`src/rtl/fsel_pkg.sv`:
```
// Shared types for the strap-latched clock mode decoder.
// Assumes: source codes are 3 bits and fixed across all groups.
package fsel_pkg;

    // Source selection for one clock output group
    typedef enum logic [2:0] {
        SRC_PLL  = 3'd0,
        SRC_REF1 = 3'd1,
        SRC_REF2 = 3'd2,
        SRC_REF4 = 3'd3,
        SRC_HIZ  = 3'd4
    } clk_src_e;

    // Broad operating class of a decoded code
    typedef enum logic [1:0] {
        MODE_RUN   = 2'd0,
        MODE_TEST  = 2'd1,
        MODE_FLOAT = 2'd2
    } mode_kind_e;

    // Sources for all five output groups
    typedef struct packed {
        clk_src_e cpu;
        clk_src_e bus;
        clk_src_e f48;
        clk_src_e f24;
        clk_src_e refc;
    } grp_src_t;

endpackage

```
`src/rtl/fsel_strap_latch.sv`:
```
// Captures the strap pad levels on the first clock edge after reset is released.
// Drives the pad output enables one cycle later.
// Assumes: rst_n is already synchronous to clk.
module fsel_strap_latch #(
    parameter int STRAP_W = 2
) (
    input  logic               clk,
    input  logic               rst_n,
    input  logic [STRAP_W-1:0] pad_in,
    output logic [STRAP_W-1:0] latched,
    output logic               valid,
    output logic [STRAP_W-1:0] pad_oe
);

    // One-shot capture of the pads; frozen until the next reset
    always_ff @(posedge clk) begin
        if (!rst_n) begin
            latched <= '0;
            valid   <= 1'b0;
        end else if (!valid) begin
            latched <= pad_in;
            valid   <= 1'b1;
        end
    end

    // Per-pad direction turn-around, one cycle after capture
    for (genvar i = 0; i < STRAP_W; i++) begin : g_oe
        always_ff @(posedge clk) begin
            if (!rst_n) pad_oe[i] <= 1'b0;
            else        pad_oe[i] <= valid;
        end
    end

endmodule

```
`src/rtl/fsel_mode_decode.sv`:
```
// Maps a 3-bit select code to a mode class, nominal frequencies and the bus ratio.
// Assumes: CODE_W is 3; frequencies are in tenths of a MHz and fit in FREQ_W.
module fsel_mode_decode
    import fsel_pkg::*;
#(
    parameter int CODE_W = 3,
    parameter int FREQ_W = 10
) (
    input  logic [CODE_W-1:0] code,
    output mode_kind_e        kind,
    output logic [FREQ_W-1:0] cpu_freq,
    output logic [FREQ_W-1:0] bus_freq,
    output logic              frac_ratio
);

    // Code table: six frequency pairs, test and float
    always_comb begin
        kind       = MODE_RUN;
        cpu_freq   = '0;
        bus_freq   = '0;
        frac_ratio = 1'b0;
        case (code)
            3'b110: begin cpu_freq = FREQ_W'(600); bus_freq = FREQ_W'(300); end
            3'b111: begin cpu_freq = FREQ_W'(666); bus_freq = FREQ_W'(333); end
            3'b100: begin cpu_freq = FREQ_W'(500); bus_freq = FREQ_W'(250); end
            3'b101: begin cpu_freq = FREQ_W'(550); bus_freq = FREQ_W'(275); end
            3'b000: begin
                cpu_freq = FREQ_W'(750); bus_freq = FREQ_W'(300); frac_ratio = 1'b1;
            end
            3'b001: begin
                cpu_freq = FREQ_W'(833); bus_freq = FREQ_W'(333); frac_ratio = 1'b1;
            end
            3'b011:  kind = MODE_TEST;
            default: kind = MODE_FLOAT;
        endcase
    end

endmodule

```
`src/rtl/fsel_group_route.sv`:
```
// Turns the mode class into a source selection for each output group.
// Assumes: before strap capture every group is kept high impedance.
module fsel_group_route
    import fsel_pkg::*;
(
    input  logic       valid,
    input  mode_kind_e kind,
    output grp_src_t   src
);

    // Per-group source select
    always_comb begin
        src = '{cpu: SRC_HIZ, bus: SRC_HIZ, f48: SRC_HIZ, f24: SRC_HIZ, refc: SRC_HIZ};
        if (valid) begin
            case (kind)
                MODE_RUN:  src = '{cpu: SRC_PLL, bus: SRC_PLL, f48: SRC_PLL,
                                   f24: SRC_PLL, refc: SRC_REF1};
                MODE_TEST: src = '{cpu: SRC_REF2, bus: SRC_REF4, f48: SRC_REF2,
                                   f24: SRC_REF4, refc: SRC_REF1};
                default:   ;
            endcase
        end
    end

endmodule

```
`src/rtl/fsel_strap_decoder.sv`:
```
// Top level: strap capture, live select merge, mode decode and group routing.
// Assumes: strap pad bit 1 is the high select bit and speed_sel is the low bit.
module fsel_strap_decoder
    import fsel_pkg::*;
#(
    parameter int STRAP_W = 2,
    parameter int FREQ_W  = 10,
    localparam int CODE_W = STRAP_W + 1
) (
    input  logic               clk,
    input  logic               rst_n,
    input  logic [STRAP_W-1:0] strap_pad_in,
    input  logic               speed_sel,
    output logic [STRAP_W-1:0] strap_pad_oe,
    output logic               strap_valid,
    output logic [CODE_W-1:0]  mode_code,
    output logic               test_mode,
    output logic               float_mode,
    output logic [2:0]         cpu_src,
    output logic [2:0]         bus_src,
    output logic [2:0]         f48_src,
    output logic [2:0]         f24_src,
    output logic [2:0]         ref_src,
    output logic               bus_frac_ratio,
    output logic [FREQ_W-1:0]  cpu_freq_dmhz,
    output logic [FREQ_W-1:0]  bus_freq_dmhz
);

    logic [STRAP_W-1:0] strap_q;
    mode_kind_e         kind;
    grp_src_t           src;
    logic [FREQ_W-1:0]  cpu_f, bus_f;
    logic               frac;

    fsel_strap_latch #(.STRAP_W(STRAP_W)) u_latch (
        .clk(clk), .rst_n(rst_n), .pad_in(strap_pad_in),
        .latched(strap_q), .valid(strap_valid), .pad_oe(strap_pad_oe)
    );

    // Merge latched and live bits into the select code
    assign mode_code = {strap_q, speed_sel};

    fsel_mode_decode #(.CODE_W(CODE_W), .FREQ_W(FREQ_W)) u_dec (
        .code(mode_code), .kind(kind), .cpu_freq(cpu_f),
        .bus_freq(bus_f), .frac_ratio(frac)
    );

    fsel_group_route u_route (.valid(strap_valid), .kind(kind), .src(src));

    // Qualify decode results with strap validity
    always_comb begin
        test_mode      = strap_valid && (kind == MODE_TEST);
        float_mode     = strap_valid && (kind == MODE_FLOAT);
        bus_frac_ratio = strap_valid && frac;
        cpu_freq_dmhz  = strap_valid ? cpu_f : '0;
        bus_freq_dmhz  = strap_valid ? bus_f : '0;
        cpu_src        = src.cpu;
        bus_src        = src.bus;
        f48_src        = src.f48;
        f24_src        = src.f24;
        ref_src        = src.refc;
    end

endmodule

```
`config.mk`:
```
export PLATFORM = sky130hd
export DESIGN_NAME = fsel_strap_decoder
export DESIGN_NICKNAME = d
export VERILOG_FILES = /design/src/rtl/fsel_pkg.sv /design/src/rtl/fsel_strap_latch.sv /design/src/rtl/fsel_mode_decode.sv /design/src/rtl/fsel_group_route.sv /design/src/rtl/fsel_strap_decoder.sv
export SDC_FILE = /design/constraint.sdc
export NUM_CORES = 1
export LEC_CHECK = 0
export BUFFER_PORTS_ARGS = -buffer_cell sky130_fd_sc_hd__buf_4
export CAP_MARGIN = 20
export CORE_UTILIZATION = 39
export DETAILED_ROUTE_END_ITERATION = 6
export PLACE_DENSITY = 0.79
export SYNTH_ARGS = -nofsm -noshare
export SYNTH_HDL_FRONTEND = slang
export SYNTH_SLANG_ARGS = --single-unit
```
`constraint.sdc`:
```
create_clock -name clk -period 1.7 [get_ports clk]
set_input_delay 0.085 -clock clk [delete_from_list [all_inputs] [get_ports clk]]
set_output_delay 0.085 -clock clk [all_outputs]
set_load 0.03 [all_outputs]
```
==> qor_table.md, run 1 <==
| Item | Reported |
|:---|:---|
| Number of sinks driven by the clock tree | 4 |
| First drt pass iteration count | 4 |
| Number of buffers added by the clock tree synthesis step | 3 |
| Pwr Density | 603 nW/um^2 |
| Starting density of the core | 0.417 |
| Crit path time final | 1610 ps |
| Critical Setup Path Class | flip-flop to output pin |
| Multi-input logic area | 420 um^2 |
| Register-to-Register Path Depth | 4 |
| Part of the power in combinational logic | 0.600 |
| Count of unique library cells instantiated by Yosys | 27 |
| Commonest cells after routing, fill and taps aside | sky130_fd_sc_hd__buf_4 (48), sky130_fd_sc_hd__nor2_1 (14), sky130_fd_sc_hd__nand2_1 (5), sky130_fd_sc_hd__conb_1 (4) |
| Most common cell after layout, fill and taps aside | sky130_fd_sc_hd__buf_4 |
| Routed length per placed instance | 11.0 um |
| Max H-tree Level | 1 |
| Element type at the critical path end | output pin |
| Clock network fraction of design power | 0.205 |
| Deepest clock path buffer count | 2 |
| Number of instances in the synthesized netlist | 85 |
| Antenna violations before repair | 0 |
| Fmax achieved | 622 MHz |
| Antenna Diode Count | 0 |
| Residual DRC count | 0 |
| Part of the Yosys area used for sequential elements | 0.127 |
| Sequential power share | 0.195 |
| Total length of routed met3 wires | 80 um |
| Synthesis warning total | 0 |
| Average cell area after synthesis | 7.39 um^2 |
| Detailed Route WL | 1.47 mm |
| Total met2 wirelength after detailed routing | 817 um |
| Fin Clk Skew | 1.83 ps |
| Result of the run | completed |
| RePlAce Congestion | 0.772 |
| Final hold violation count | 0 |
| Period Utilization, post-route | 0.945 |
| Vertical extent of the die | 42.1 um |
| End point of the most critical hold path | u_latch.latched[1] |
| Total number of placement rows | 14 |
| Congestion Overflow GR | 0 |
| Skew-Pair Late Insertion Delay | 230 ps |
| Net switching power of the design | 0.264 mW |
| Startpoint type of the worst setup path | flip-flop |
| Horiz. Die Dim | 42.1 um |
| Final setup violation count | 0 |
| Internal power | 0.305 mW |
| Routed vias/inst | 4.72 |
| FF+latch area | 88.8 um^2 |
| Die Footprint | 1770 um^2 |
| Peak supply drop | 0.000412 V |
| Instance area after placement | 880 um^2 |
| Core Box Area | 1510 um^2 |
| Port buffer count | 44 |
| Cell at the root of the clock tree | sky130_fd_sc_hd__clkbuf_4 |
| Number of global-route vias before repair | 526 |
| Wire length on met1 | 556 um |
| Data arrival time of the critical path | 1520 ps |
| Top metal layer carrying routed signals | met4 |
| Startpoint of the most critical register-to-register path | u_latch.latched[1] |
| Leakage | 0.487 nW |
| Number of flip-flops and latches in the synthesized netlist | 4 |
| Remaining antenna violation count | 0 |
| Global-route wire length before repair | 2.31 mm |
| Initial DRC count | 5 |
| Final instance area | 943 um^2 |
| Setup slack after layout | 93.6 ps |
| Post-synthesis to final-layout area growth | 50.2% |
| CTS tree | built |
| DPL Wire Length | 1.10 mm |
| Global Route Usage Sum | 0.169 |
| Cells on Worst Hold Path | 3 |
| Placement Setup Slack | 216 ps |
| Largest net degree at the start of global routing | 16 |
| Vias | 628 |
| CP max FO | 8 |
| Ports | 49 |
| Clock-pin slew reported for the worst setup and hold paths after clock tree synthesis | 30 ps |
| Reg-to-reg setup timing slack | 730 ps |
| Share of cells above drive strength 1 | 0.607 |
| Launch point of the worst hold path | strap_pad_in[1] |
| Switching share of power | 0.463 |
| Type of the tightest min-delay check | input pin to flip-flop |
| Number of slew-limit violations in the final report | 0 |
| Max-capacitance violation count | 0 |
| Final-layout fill cell count | 152 |
| Unrepaired setup endpoints after global routing | false |
| Crit path required time | 1620 ps |
| Critical register-to-register path endpoint | u_latch.latched[1] |
| Total Nets Final | 129 |
| Post-synthesis instance area | 628 um^2 |
==> Yosys cell counts <==
| library cell | number | share of area |
|---|---|---|
| sky130_fd_sc_hd__nor3_2 | 1 | 0.016 |
| sky130_fd_sc_hd__buf_6 | 3 | 0.054 |
| sky130_fd_sc_hd__nand2_1 | 5 | 0.030 |
| sky130_fd_sc_hd__buf_4 | 19 | 0.23 |
| sky130_fd_sc_hd__and2_2 | 3 | 0.036 |
| sky130_fd_sc_hd__mux2i_1 | 2 | 0.032 |
| sky130_fd_sc_hd__nand2b_4 | 1 | 0.022 |
| sky130_fd_sc_hd__conb_1 | 1 | 0.0060 |
| sky130_fd_sc_hd__nand2b_1 | 2 | 0.020 |
| sky130_fd_sc_hd__nor3_1 | 1 | 0.0080 |
| sky130_fd_sc_hd__o21ai_0 | 1 | 0.0080 |
| sky130_fd_sc_hd__o31a_1 | 1 | 0.014 |
| sky130_fd_sc_hd__nor3_4 | 1 | 0.026 |
| sky130_fd_sc_hd__inv_1 | 4 | 0.024 |
| sky130_fd_sc_hd__and2b_2 | 1 | 0.014 |
| sky130_fd_sc_hd__nor2_1 | 16 | 0.096 |
| sky130_fd_sc_hd__and3_2 | 1 | 0.012 |
| sky130_fd_sc_hd__o21bai_1 | 1 | 0.012 |
| sky130_fd_sc_hd__dfxtp_1 | 4 | 0.13 |
| sky130_fd_sc_hd__buf_2 | 1 | 0.0080 |
| sky130_fd_sc_hd__and3_1 | 2 | 0.020 |
| sky130_fd_sc_hd__a21oi_1 | 4 | 0.032 |
| sky130_fd_sc_hd__ha_1 | 5 | 0.10 |
| sky130_fd_sc_hd__nor2b_1 | 2 | 0.020 |
| sky130_fd_sc_hd__xnor2_1 | 1 | 0.014 |
| sky130_fd_sc_hd__o21a_1 | 1 | 0.012 |
| sky130_fd_sc_hd__nand3b_1 | 1 | 0.012 |
==> layer usage <==
| metal | track usage | vias to the layer above |
|---|---|---|
| met4 | 0.0938 | 0 |
| met1 | 0.179 | 285 |
| met5 | 0 | - |
| met3 | 0.0302 | 2 |
| li1 | - | 312 |
| met2 | 0.313 | 29 |
==> sequential cells by signal, indices dropped and copies added (netlist names) <==
signal           cells
u_latch.valid        1
u_latch.pad_oe       1
u_latch.latched      2
==> power by group through the flow <==
| stage | registers (mW) | clock network (mW) | logic (mW) |
|---|---|---|---|
| finish | 0.111 | 0.117 | 0.341 |
| global route | 0.112 | 0.132 | 0.361 |
| CTS | 0.113 | 0.122 | 0.337 |
| detailed placement | 0.120 | 0 | 0.324 |
| global placement | 0.120 | 0 | 0.320 |
| floorplan | 0.118 | 0 | 0.264 |
==> worst max path at each step <==
stage / end / cells past startpoint / from / slack [ps]
final: f48_src[2] / 5 / u_latch.latched[1] / 90
after global routing: cpu_src[2] / 5 / u_latch.latched[1] / 5
after CTS: bus_freq_dmhz[6] / 5 / u_latch.latched[0] / 70
after detailed placement: bus_freq_dmhz[6] / 6 / u_latch.latched[1] / 220
after global placement: bus_freq_dmhz[6] / 6 / u_latch.latched[1] / 260
after floorplan: bus_freq_dmhz[6] / 7 / u_latch.latched[1] / -10
==> critical path, stage by stage (launching register included) <==
cell and delay, ps:
sky130_fd_sc_hd__dfxtp_4 340, sky130_fd_sc_hd__buf_4 170, sky130_fd_sc_hd__nand3b_1 260, sky130_fd_sc_hd__a21oi_4 210
sky130_fd_sc_hd__clkinvlp_4 130, sky130_fd_sc_hd__buf_4 180
==> stage by stage <==
| stage | total power [mW] | utilization | hold slack [ps] | instances | TNS (ps) |
|---|---|---|---|---|---|
| final | 0.569 | 0.626 | 107 | 133 | 0 |
| after global routing | 0.605 | 0.626 | 134 | 133 | 0 |
| after CTS | 0.572 | 0.615 | 108 | 131 | 0 |
| after detailed placement | 0.445 | 0.584 | 213 | 125 | 0 |
| after global placement | 0.440 | 0.584 | 210 | 125 | 0 |
| after floorplan | 0.383 | - | 113 | 88 | -17.1 |
==> cells by family (layout without fill, tap and decap cells) <==
| family | after synthesis | in the layout | synth area share |
|---|---|---|---|
| flops | 4 | 4 | 0.127 |
| compound gates | 8 | 8 | 0.0777 |
| fa+ha+maj | 5 | 5 | 0.0996 |
| other cells | 1 | 4 | 0.00597 |
| mux | 2 | 2 | 0.0319 |
| simple gates | 37 | 37 | 0.331 |
| xor+xnor | 1 | 1 | 0.0139 |
| buf+inv | 27 | 56 | 0.313 |
==> area by class of cell <==
class                      count  share of cell area
clock buffer                   3              0.0239
tap                           16              0.0212
sequential                     4              0.0942
timing repair buffer          49               0.393
multi-input combinational     57               0.446
inverter                       4              0.0225
==> what timing repair did <==
item	4_1_cts	5_1_grt
hold endpoints to repair	1	0
setup endpoints to repair	1	6
hold buffers	1	0
gates resized for setup	0	1
buffers inserted	2	2
Power figures use the tool's default switching activity.
==> run 2: changes to the inputs <==
--- a/config.mk
+++ b/config.mk
@@ -7,9 +7,9 @@
 export LEC_CHECK = 0
 export BUFFER_PORTS_ARGS = -buffer_cell sky130_fd_sc_hd__buf_4
 export CAP_MARGIN = 20
-export CORE_UTILIZATION = 39
+export CORE_UTILIZATION = 41
 export DETAILED_ROUTE_END_ITERATION = 6
-export PLACE_DENSITY = 0.79
+export PLACE_DENSITY = 0.83
 export SYNTH_ARGS = -nofsm -noshare
 export SYNTH_HDL_FRONTEND = slang
 export SYNTH_SLANG_ARGS = --single-unit
==> constraint.sdc (replaced) <==
create_clock -name clk -period 1.85 [get_ports clk]
set_input_delay 0.0925 -clock clk [delete_from_list [all_inputs] [get_ports clk]]
set_output_delay 0.0925 -clock clk [all_outputs]
set_load 0.03 [all_outputs]
==> qor_table.md, run 2 (synthesis gave the netlist of run 1 again) <==
| Item | Reported | Delta |
|:---|:---|:---|
| Initial DRC count | 3 | was 5 |
| Net switching power of the design | 0.234 mW | was 0.264 mW |
| CP max FO | 7 | was 8 |
| Max H-tree Level | 1 | unchanged |
| Routed length per placed instance | 9.62 um | was 11.0 um |
| DPL Wire Length | 981 um | was 1.10 mm |
| Ports | 49 | unchanged |
| Global-route wire length before repair | 1.66 mm | was 2.31 mm |
| Cell family with most CP delay | flip-flops | was buffers and inverters |
| Most common cell after layout, fill and taps aside | sky130_fd_sc_hd__buf_4 | unchanged |
| Worst-case hold slack | 110 ps | was 107 ps |
| RePlAce Congestion | 0.681 | was 0.772 |
| Final hold violation count | 0 | unchanged |
| Vertical extent of the die | 41.1 um | was 42.1 um |
| Peak supply drop | 0.000462 V | was 0.000412 V |
| Max-capacitance violation count | 0 | unchanged |
| Internal power | 0.273 mW | was 0.305 mW |
| Total met2 wirelength after detailed routing | 625 um | was 817 um |
| Type of the tightest min-delay check | input pin to flip-flop | unchanged |
| Part of the power in combinational logic | 0.588 | was 0.600 |
| Deepest clock path buffer count | 2 | unchanged |
| Multi-input logic area | 378 um^2 | was 420 um^2 |
| Startpoint type of the worst setup path | flip-flop | unchanged |
| Number of buffers added by the clock tree synthesis step | 3 | unchanged |
| Crit path required time | 1760 ps | was 1620 ps |
| Die Footprint | 1690 um^2 | was 1770 um^2 |
| Total number of placement rows | 13 | was 14 |
| Top flop regs | u_latch.latched (2), u_latch.pad_oe (1), u_latch.valid (1) | unchanged |
| Share of cells above drive strength 1 | 0.539 | was 0.607 |
| CTS tree | built | unchanged |
| Origin of the worst setup path | u_latch.latched[0] | was u_latch.latched[1] |
| Detailed Route WL | 1.25 mm | was 1.47 mm |
| Critical path, cell by cell | inv_1 > ha_1 > o21a_1 > nor2_1 > buf_4 | was buf_4 > nand3b_1 > a21oi_4 > clkinvlp_4 > buf_4 |
| Biggest register | u_latch.latched | unchanged |
| Count of instances resized after the clock tree is built | 0 | unchanged |
| Critical path capture point | bus_freq_dmhz[8] | was f48_src[2] |
| Port buffer count | 44 | unchanged |
| Final setup violation count | 0 | unchanged |
| Number of sinks driven by the clock tree | 4 | unchanged |
| Final instance area | 871 um^2 | was 943 um^2 |
| Starting density of the core | 0.460 | was 0.417 |
| Pwr Density | 583 nW/um^2 | was 603 nW/um^2 |
| Cell at the root of the clock tree | sky130_fd_sc_hd__clkbuf_4 | unchanged |
| Critical Setup Path Class | flip-flop to output pin | unchanged |
| Buf/Inv on CP | 2 | was 3 |
| Worst path depth | 5 | unchanged |
| Wire length on met1 | 502 um | was 556 um |
| Skew-Pair Late Insertion Delay | 240 ps | was 230 ps |
| Core Box Area | 1370 um^2 | was 1510 um^2 |
| CP max stage cell | sky130_fd_sc_hd__dfxtp_1 | was sky130_fd_sc_hd__dfxtp_4 |
| Crit path time final | 1620 ps |  |
| Total Nets Final | 127 | was 129 |
| Sequential power share | 0.195 | about the same |
| Setup TNS Final | 0 ps | unchanged |
| Top metal layer carrying routed signals | met4 | unchanged |
| Number of flip-flops under the largest register name | 2 | unchanged |
| Largest net degree at the start of global routing | 15 | was 16 |
| FF+latch area | 81.3 um^2 | was 88.8 um^2 |
| Element type at the critical path end | output pin | unchanged |
| Post-synthesis to final-layout area growth | 38.6% | was 50.2% |
| Total placed cells including tap cells | 126 | was 125 |
| Clock network fraction of design power | 0.216 | was 0.205 |
| Vias | 594 | was 628 |
| Number of slew-limit violations in the final report | 0 | unchanged |
| Total length of routed met3 wires | 102 um | was 80 um |
| Residual DRC count | 0 | unchanged |
| Antenna Diode Count | 0 | unchanged |
| Remaining antenna violation count | 0 | unchanged |
| Register-to-Register Path Depth | 2 | was 4 |
| Startpoint of the most critical register-to-register path | u_latch.valid | was u_latch.latched[1] |
| Horiz. Die Dim | 41.1 um | was 42.1 um |
| Fin Clk Skew | 5.67 ps | was 1.83 ps |
| Result of the run | completed | unchanged |
| Leakage | 0.478 nW | was 0.487 nW |
| Instance area after placement | 838 um^2 | was 880 um^2 |
| Global Route Usage Sum | 0.153 | was 0.169 |
| Congestion Overflow GR | 0 | unchanged |
| Switching share of power | 0.462 | was 0.463 |
| Critical register-to-register path endpoint | u_latch.latched[1] | unchanged |
| Peak per-stage delay on the critical path | 430 ps | was 340 ps |
| First drt pass iteration count | 4 | unchanged |
| Commonest cells after routing, fill and taps aside | sky130_fd_sc_hd__buf_4 (46), sky130_fd_sc_hd__nor2_1 (15), sky130_fd_sc_hd__nand2_1 (5), sky130_fd_sc_hd__ha_1 (5) | was sky130_fd_sc_hd__buf_4 (48), sky130_fd_sc_hd__nor2_1 (14), sky130_fd_sc_hd__nand2_1 (5), sky130_fd_sc_hd__conb_1 (4) |
| Unrepaired setup endpoints after global routing | false | unchanged |
| Period Utilization, post-route | 0.878 |  |
| Routed vias/inst | 4.57 | was 4.72 |
| Fmax achieved | 616 MHz |  |
| Number of global-route vias before repair | 381 | was 526 |
| Clock-pin slew reported for the worst setup and hold paths after clock tree synthesis | 40 ps | was 30 ps |
| Reg-to-reg setup timing slack | 920 ps | was 730 ps |
| Data arrival time of the critical path | 1530 ps | was 1520 ps |
| Antenna violations before repair | 0 | unchanged |
| Post-route insts no fill | 130 | was 133 |
| Final-layout fill cell count | 128 | was 152 |
-- run 2: cell count changes in the layout (fill, tap and decap cells not counted), moves of 2 or more --
| cell | before | now |
|---|---|---|
| sky130_fd_sc_hd__buf_4 | 48 | 46 |
| sky130_fd_sc_hd__dfxtp_1 | 1 | 3 |
| sky130_fd_sc_hd__dfxtp_4 | 2 | 0 |
| sky130_fd_sc_hd__ha_1 | 3 | 5 |
| sky130_fd_sc_hd__ha_4 | 2 | 0 |
| sky130_fd_sc_hd__inv_1 | 2 | 4 |
-- run 2: worst min-delay path by stage --
| stage | startpoint | endpoint | cells past startpoint | slack, ps |
|---|---|---|---|---|
| 2_1_floorplan | rst_n | u_latch.valid | 0 | 120 |
| 3_3_place_gp | rst_n | u_latch.valid | 1 | 220 |
| 3_5_place_dp | rst_n | u_latch.valid | 1 | 220 |
| 4_1_cts | strap_pad_in[0] | u_latch.latched[0] | 3 | 100 |
| 5_1_grt | strap_pad_in[0] | u_latch.latched[0] | 3 | 120 |
| 6_report | strap_pad_in[0] | u_latch.latched[0] | 3 | 110 |
-- run 2: timing repair --
item | in CTS | in global routing
setup buffers | 0 | 0
hold buffers | 1 | 0
hold endpoints to repair | 1 | 0
endpoints found under the setup margin | 0 | 0
-- run 2: area by class of cell --
| type | count | area share |
|---|---|---|
| multi-input combinational | 57 | 0.434 |
| clock buffer | 3 | 0.0259 |
| sequential | 4 | 0.0934 |
| timing repair buffer | 47 | 0.408 |
| inverter | 4 | 0.0172 |
| tap | 15 | 0.0216 |
-- run 2: power by group through the flow --
| stage | logic [mW] | clock network [mW] | registers (mW) |
|---|---|---|---|
| 6_report | 0.299 | 0.110 | 0.0991 |
| 5_1_grt | 0.320 | 0.117 | 0.100 |
| 4_1_cts | 0.300 | 0.118 | 0.0992 |
| 3_5_place_dp | 0.298 | 0 | 0.101 |
| 3_3_place_gp | 0.296 | 0 | 0.100 |
| 2_1_floorplan | 0.226 | 0 | 0.108 |
-- run 2: routing by layer --
layer  GRT usage  up-vias
met2       0.246       28
met3      0.0163        2
met5           0        -
met4       0.121        0
met1       0.183      258
li1            -      306
-- run 2: worst min-delay path, stage by stage --
cell	delay [ps]
sky130_fd_sc_hd__buf_4	80
sky130_fd_sc_hd__mux2i_1	50
sky130_fd_sc_hd__nor2b_1	90
-- run 2: through the flow --
stage | utilization | setup WS [ps] | total power, mW
finish | 0.637 | 226 | 0.508
global route | 0.637 | 63.9 | 0.537
CTS | 0.637 | 201 | 0.517
detailed placement | 0.614 | 458 | 0.399
global placement | 0.614 | 491 | 0.396
floorplan | - | -99.0 | 0.334
==> run 3: changes to the inputs <==
--- a/config.mk
+++ b/config.mk
@@ -10,6 +10,7 @@
 export CORE_UTILIZATION = 41
 export DETAILED_ROUTE_END_ITERATION = 6
 export PLACE_DENSITY = 0.83
+export RECOVER_POWER = 25
 export SYNTH_ARGS = -nofsm -noshare
 export SYNTH_HDL_FRONTEND = slang
 export SYNTH_SLANG_ARGS = --single-unit
==> qor_table.md, run 3 (synthesis gave the netlist of run 1 again) <==
| Item | Reported | Delta |
|:---|:---|:---|
| Top flop regs | u_latch.latched (2), u_latch.pad_oe (1), u_latch.valid (1) | unchanged |
| Result of the run | completed | unchanged |
| Cell at the root of the clock tree | sky130_fd_sc_hd__clkbuf_4 | unchanged |
| Initial DRC count | 2 | was 3 |
| Startpoint of the most critical register-to-register path | u_latch.valid | unchanged |
| Routed vias/inst | 4.62 | was 4.57 |
| Starting density of the core | 0.460 | unchanged |
| Final standard cell utilization of the core | 0.618 | was 0.637 |
| Peak supply drop | 0.000442 V | was 0.000462 V |
| Commonest cells after routing, fill and taps aside | sky130_fd_sc_hd__buf_4 (39), sky130_fd_sc_hd__nor2_1 (15), sky130_fd_sc_hd__clkbuf_1 (7), sky130_fd_sc_hd__nand2_1 (5), sky130_fd_sc_hd__ha_1 (5) | was sky130_fd_sc_hd__buf_4 (46), sky130_fd_sc_hd__nor2_1 (15), sky130_fd_sc_hd__nand2_1 (5), sky130_fd_sc_hd__ha_1 (5) |
| Layer with the highest usage after global routing | met2 | unchanged |
| Antenna violations before repair | 0 | unchanged |
| Launch point of the worst hold path | strap_pad_in[0] | unchanged |
| Crit path required time | 1760 ps | about the same |
| Vertical extent of the die | 41.1 um | unchanged |
| Placement Setup Slack | 458 ps | unchanged |
| Setup slack after layout | 228 ps | was 226 ps |
| Max-capacitance violation count | 0 | unchanged |
| DPL Wire Length | 981 um | unchanged |
| Reg-to-reg setup timing slack | 930 ps | was 920 ps |
| Residual DRC count | 0 | unchanged |
| Antenna Diode Count | 0 | unchanged |
| Post-CTS setup buffer count | 0 | unchanged |
| Multi-input logic area | 378 um^2 | unchanged |
| Period Utilization, post-route | 0.877 | was 0.878 |
| Pwr Density | 593 nW/um^2 | was 583 nW/um^2 |
| Final hold violation count | 0 | unchanged |
| RePlAce Congestion | 0.681 | unchanged |
| Biggest register | u_latch.latched | unchanged |
| Origin of the worst setup path | u_latch.latched[0] | unchanged |
| Fmax achieved | 617 MHz | was 616 MHz |
| Final instance area | 845 um^2 | was 871 um^2 |
| Core Box Area | 1370 um^2 | unchanged |
| Deepest clock path buffer count | 2 | unchanged |
| Met2 Usage GRT | 0.246 | unchanged |
| Global-route wire length before repair | 1.66 mm | unchanged |
| Leakage | 0.451 nW | was 0.478 nW |
| Final-layout fill cell count | 136 | was 128 |
| Ports | 49 | unchanged |
| Data arrival time of the critical path | 1530 ps | about the same |
| Cell family with most CP delay | flip-flops | unchanged |
| Final setup violation count | 0 | unchanged |
| Fin Clk Skew | 5.67 ps | unchanged |
| Vias | 600 | was 594 |
| Detailed Route WL | 1.25 mm | about the same |
| Count of instances resized after the clock tree is built | 0 | unchanged |
| Critical Setup Path Class | flip-flop to output pin | unchanged |
| Die Footprint | 1690 um^2 | unchanged |
| Horiz. Die Dim | 41.1 um | unchanged |
| Worst-case hold slack | 110 ps | about the same |
| Post-synthesis to final-layout area growth | 34.5% | was 38.6% |
| Tot Pwr | 0.501 mW | was 0.508 mW |
| Total placed cells including tap cells | 126 | unchanged |
| Remaining antenna violation count | 0 | unchanged |
| Total number of placement rows | 13 | unchanged |
| Number of global-route vias before repair | 381 | unchanged |
| Skew-Pair Late Insertion Delay | 240 ps | about the same |
| Number of buffers added by the clock tree synthesis step | 3 | unchanged |
| Met1 Usage GRT | 0.183 | unchanged |
| Total Nets Final | 127 | unchanged |
| Type of the tightest min-delay check | input pin to flip-flop | unchanged |
| Peak per-stage delay on the critical path | 430 ps | about the same |
| First drt pass iteration count | 3 | was 4 |
| Buf/Inv on CP | 2 | unchanged |
| Clock-pin slew reported for the worst setup and hold paths after clock tree synthesis | 40 ps | about the same |
| Critical path, cell by cell | inv_1 > ha_1 > o21a_1 > nor2_1 > buf_4 | unchanged |
| Unrepaired setup endpoints after global routing | false | unchanged |
| Max H-tree Level | 1 | unchanged |
| Startpoint type of the worst setup path | flip-flop | unchanged |
| Crit path time final | 1620 ps | about the same |
| Number of flip-flops under the largest register name | 2 | unchanged |
| CP max FO | 7 | unchanged |
| Met3 usage in global routing | 0.0163 | unchanged |
| Number of sinks driven by the clock tree | 4 | unchanged |
| Global Route Usage Sum | 0.153 | unchanged |
| FF+latch area | 81.3 um^2 | unchanged |
| Number of slew-limit violations in the final report | 0 | unchanged |
| Setup TNS Final | 0 ps | unchanged |
| Most common cell after layout, fill and taps aside | sky130_fd_sc_hd__buf_4 | unchanged |
| Instance area after placement | 838 um^2 | unchanged |
| Element type at the critical path end | output pin | unchanged |
| Post-route insts no fill | 130 | unchanged |
| Port buffer count | 44 | unchanged |
| Share of cells above drive strength 1 | 0.478 | was 0.539 |
| Routed length per placed instance | 9.58 um | was 9.62 um |
| Congestion Overflow GR | 0 | unchanged |
| CP max stage cell | sky130_fd_sc_hd__dfxtp_1 | unchanged |
| CTS tree | built | unchanged |
| Quantity of hold-fixing buffers added after cts | 1 | unchanged |
| Largest net degree at the start of global routing | 15 | unchanged |
[run 3: cell types whose count changed in the layout (fill, tap and decap cells not counted)]
cell | previous run | this run
sky130_fd_sc_hd__buf_4 | 46 | 39
sky130_fd_sc_hd__clkbuf_1 | 0 | 7
[run 3: power by group]
group	total [mW]	internal [mW]	switching [mW]	leakage, nW
sequential	0.0990	0.0920	0.00702	0.0336
clock	0.110	0.0726	0.0371	0.0138
combinational	0.292	0.102	0.190	0.404
[run 3: metal layers]
layer / wire, um / up-vias / share of wire
met5: 0 / - / 0
met4: 21 / 0 / 0.017
met3: 103 / 2 / 0.083
met2: 627 / 28 / 0.50
met1: 493 / 264 / 0.40
li1: - / 306 / -
[run 3: worst reg2reg max path, delay by kind of cell, from the launching register on]
kind             cells  cell delay [ps]
DFF                  1              530
muxes                1              230
and+or+nand+nor      1               60
[run 3: final cells by class]
type / instances / area share
sequential: 4 / 0.0963
clock buffer: 3 / 0.0267
timing repair buffer: 47 / 0.390
multi-input combinational: 57 / 0.447
tap: 15 / 0.0222
inverter: 4 / 0.0178
[run 3: path summary, 6_finish.rpt]
path	end	depth (start not counted)
hold reg to reg	u_latch.pad_oe[0]	1
hold / removal	u_latch.latched[0]	3
setup reg to reg	u_latch.latched[1]	2
setup / recovery	bus_freq_dmhz[8]	5
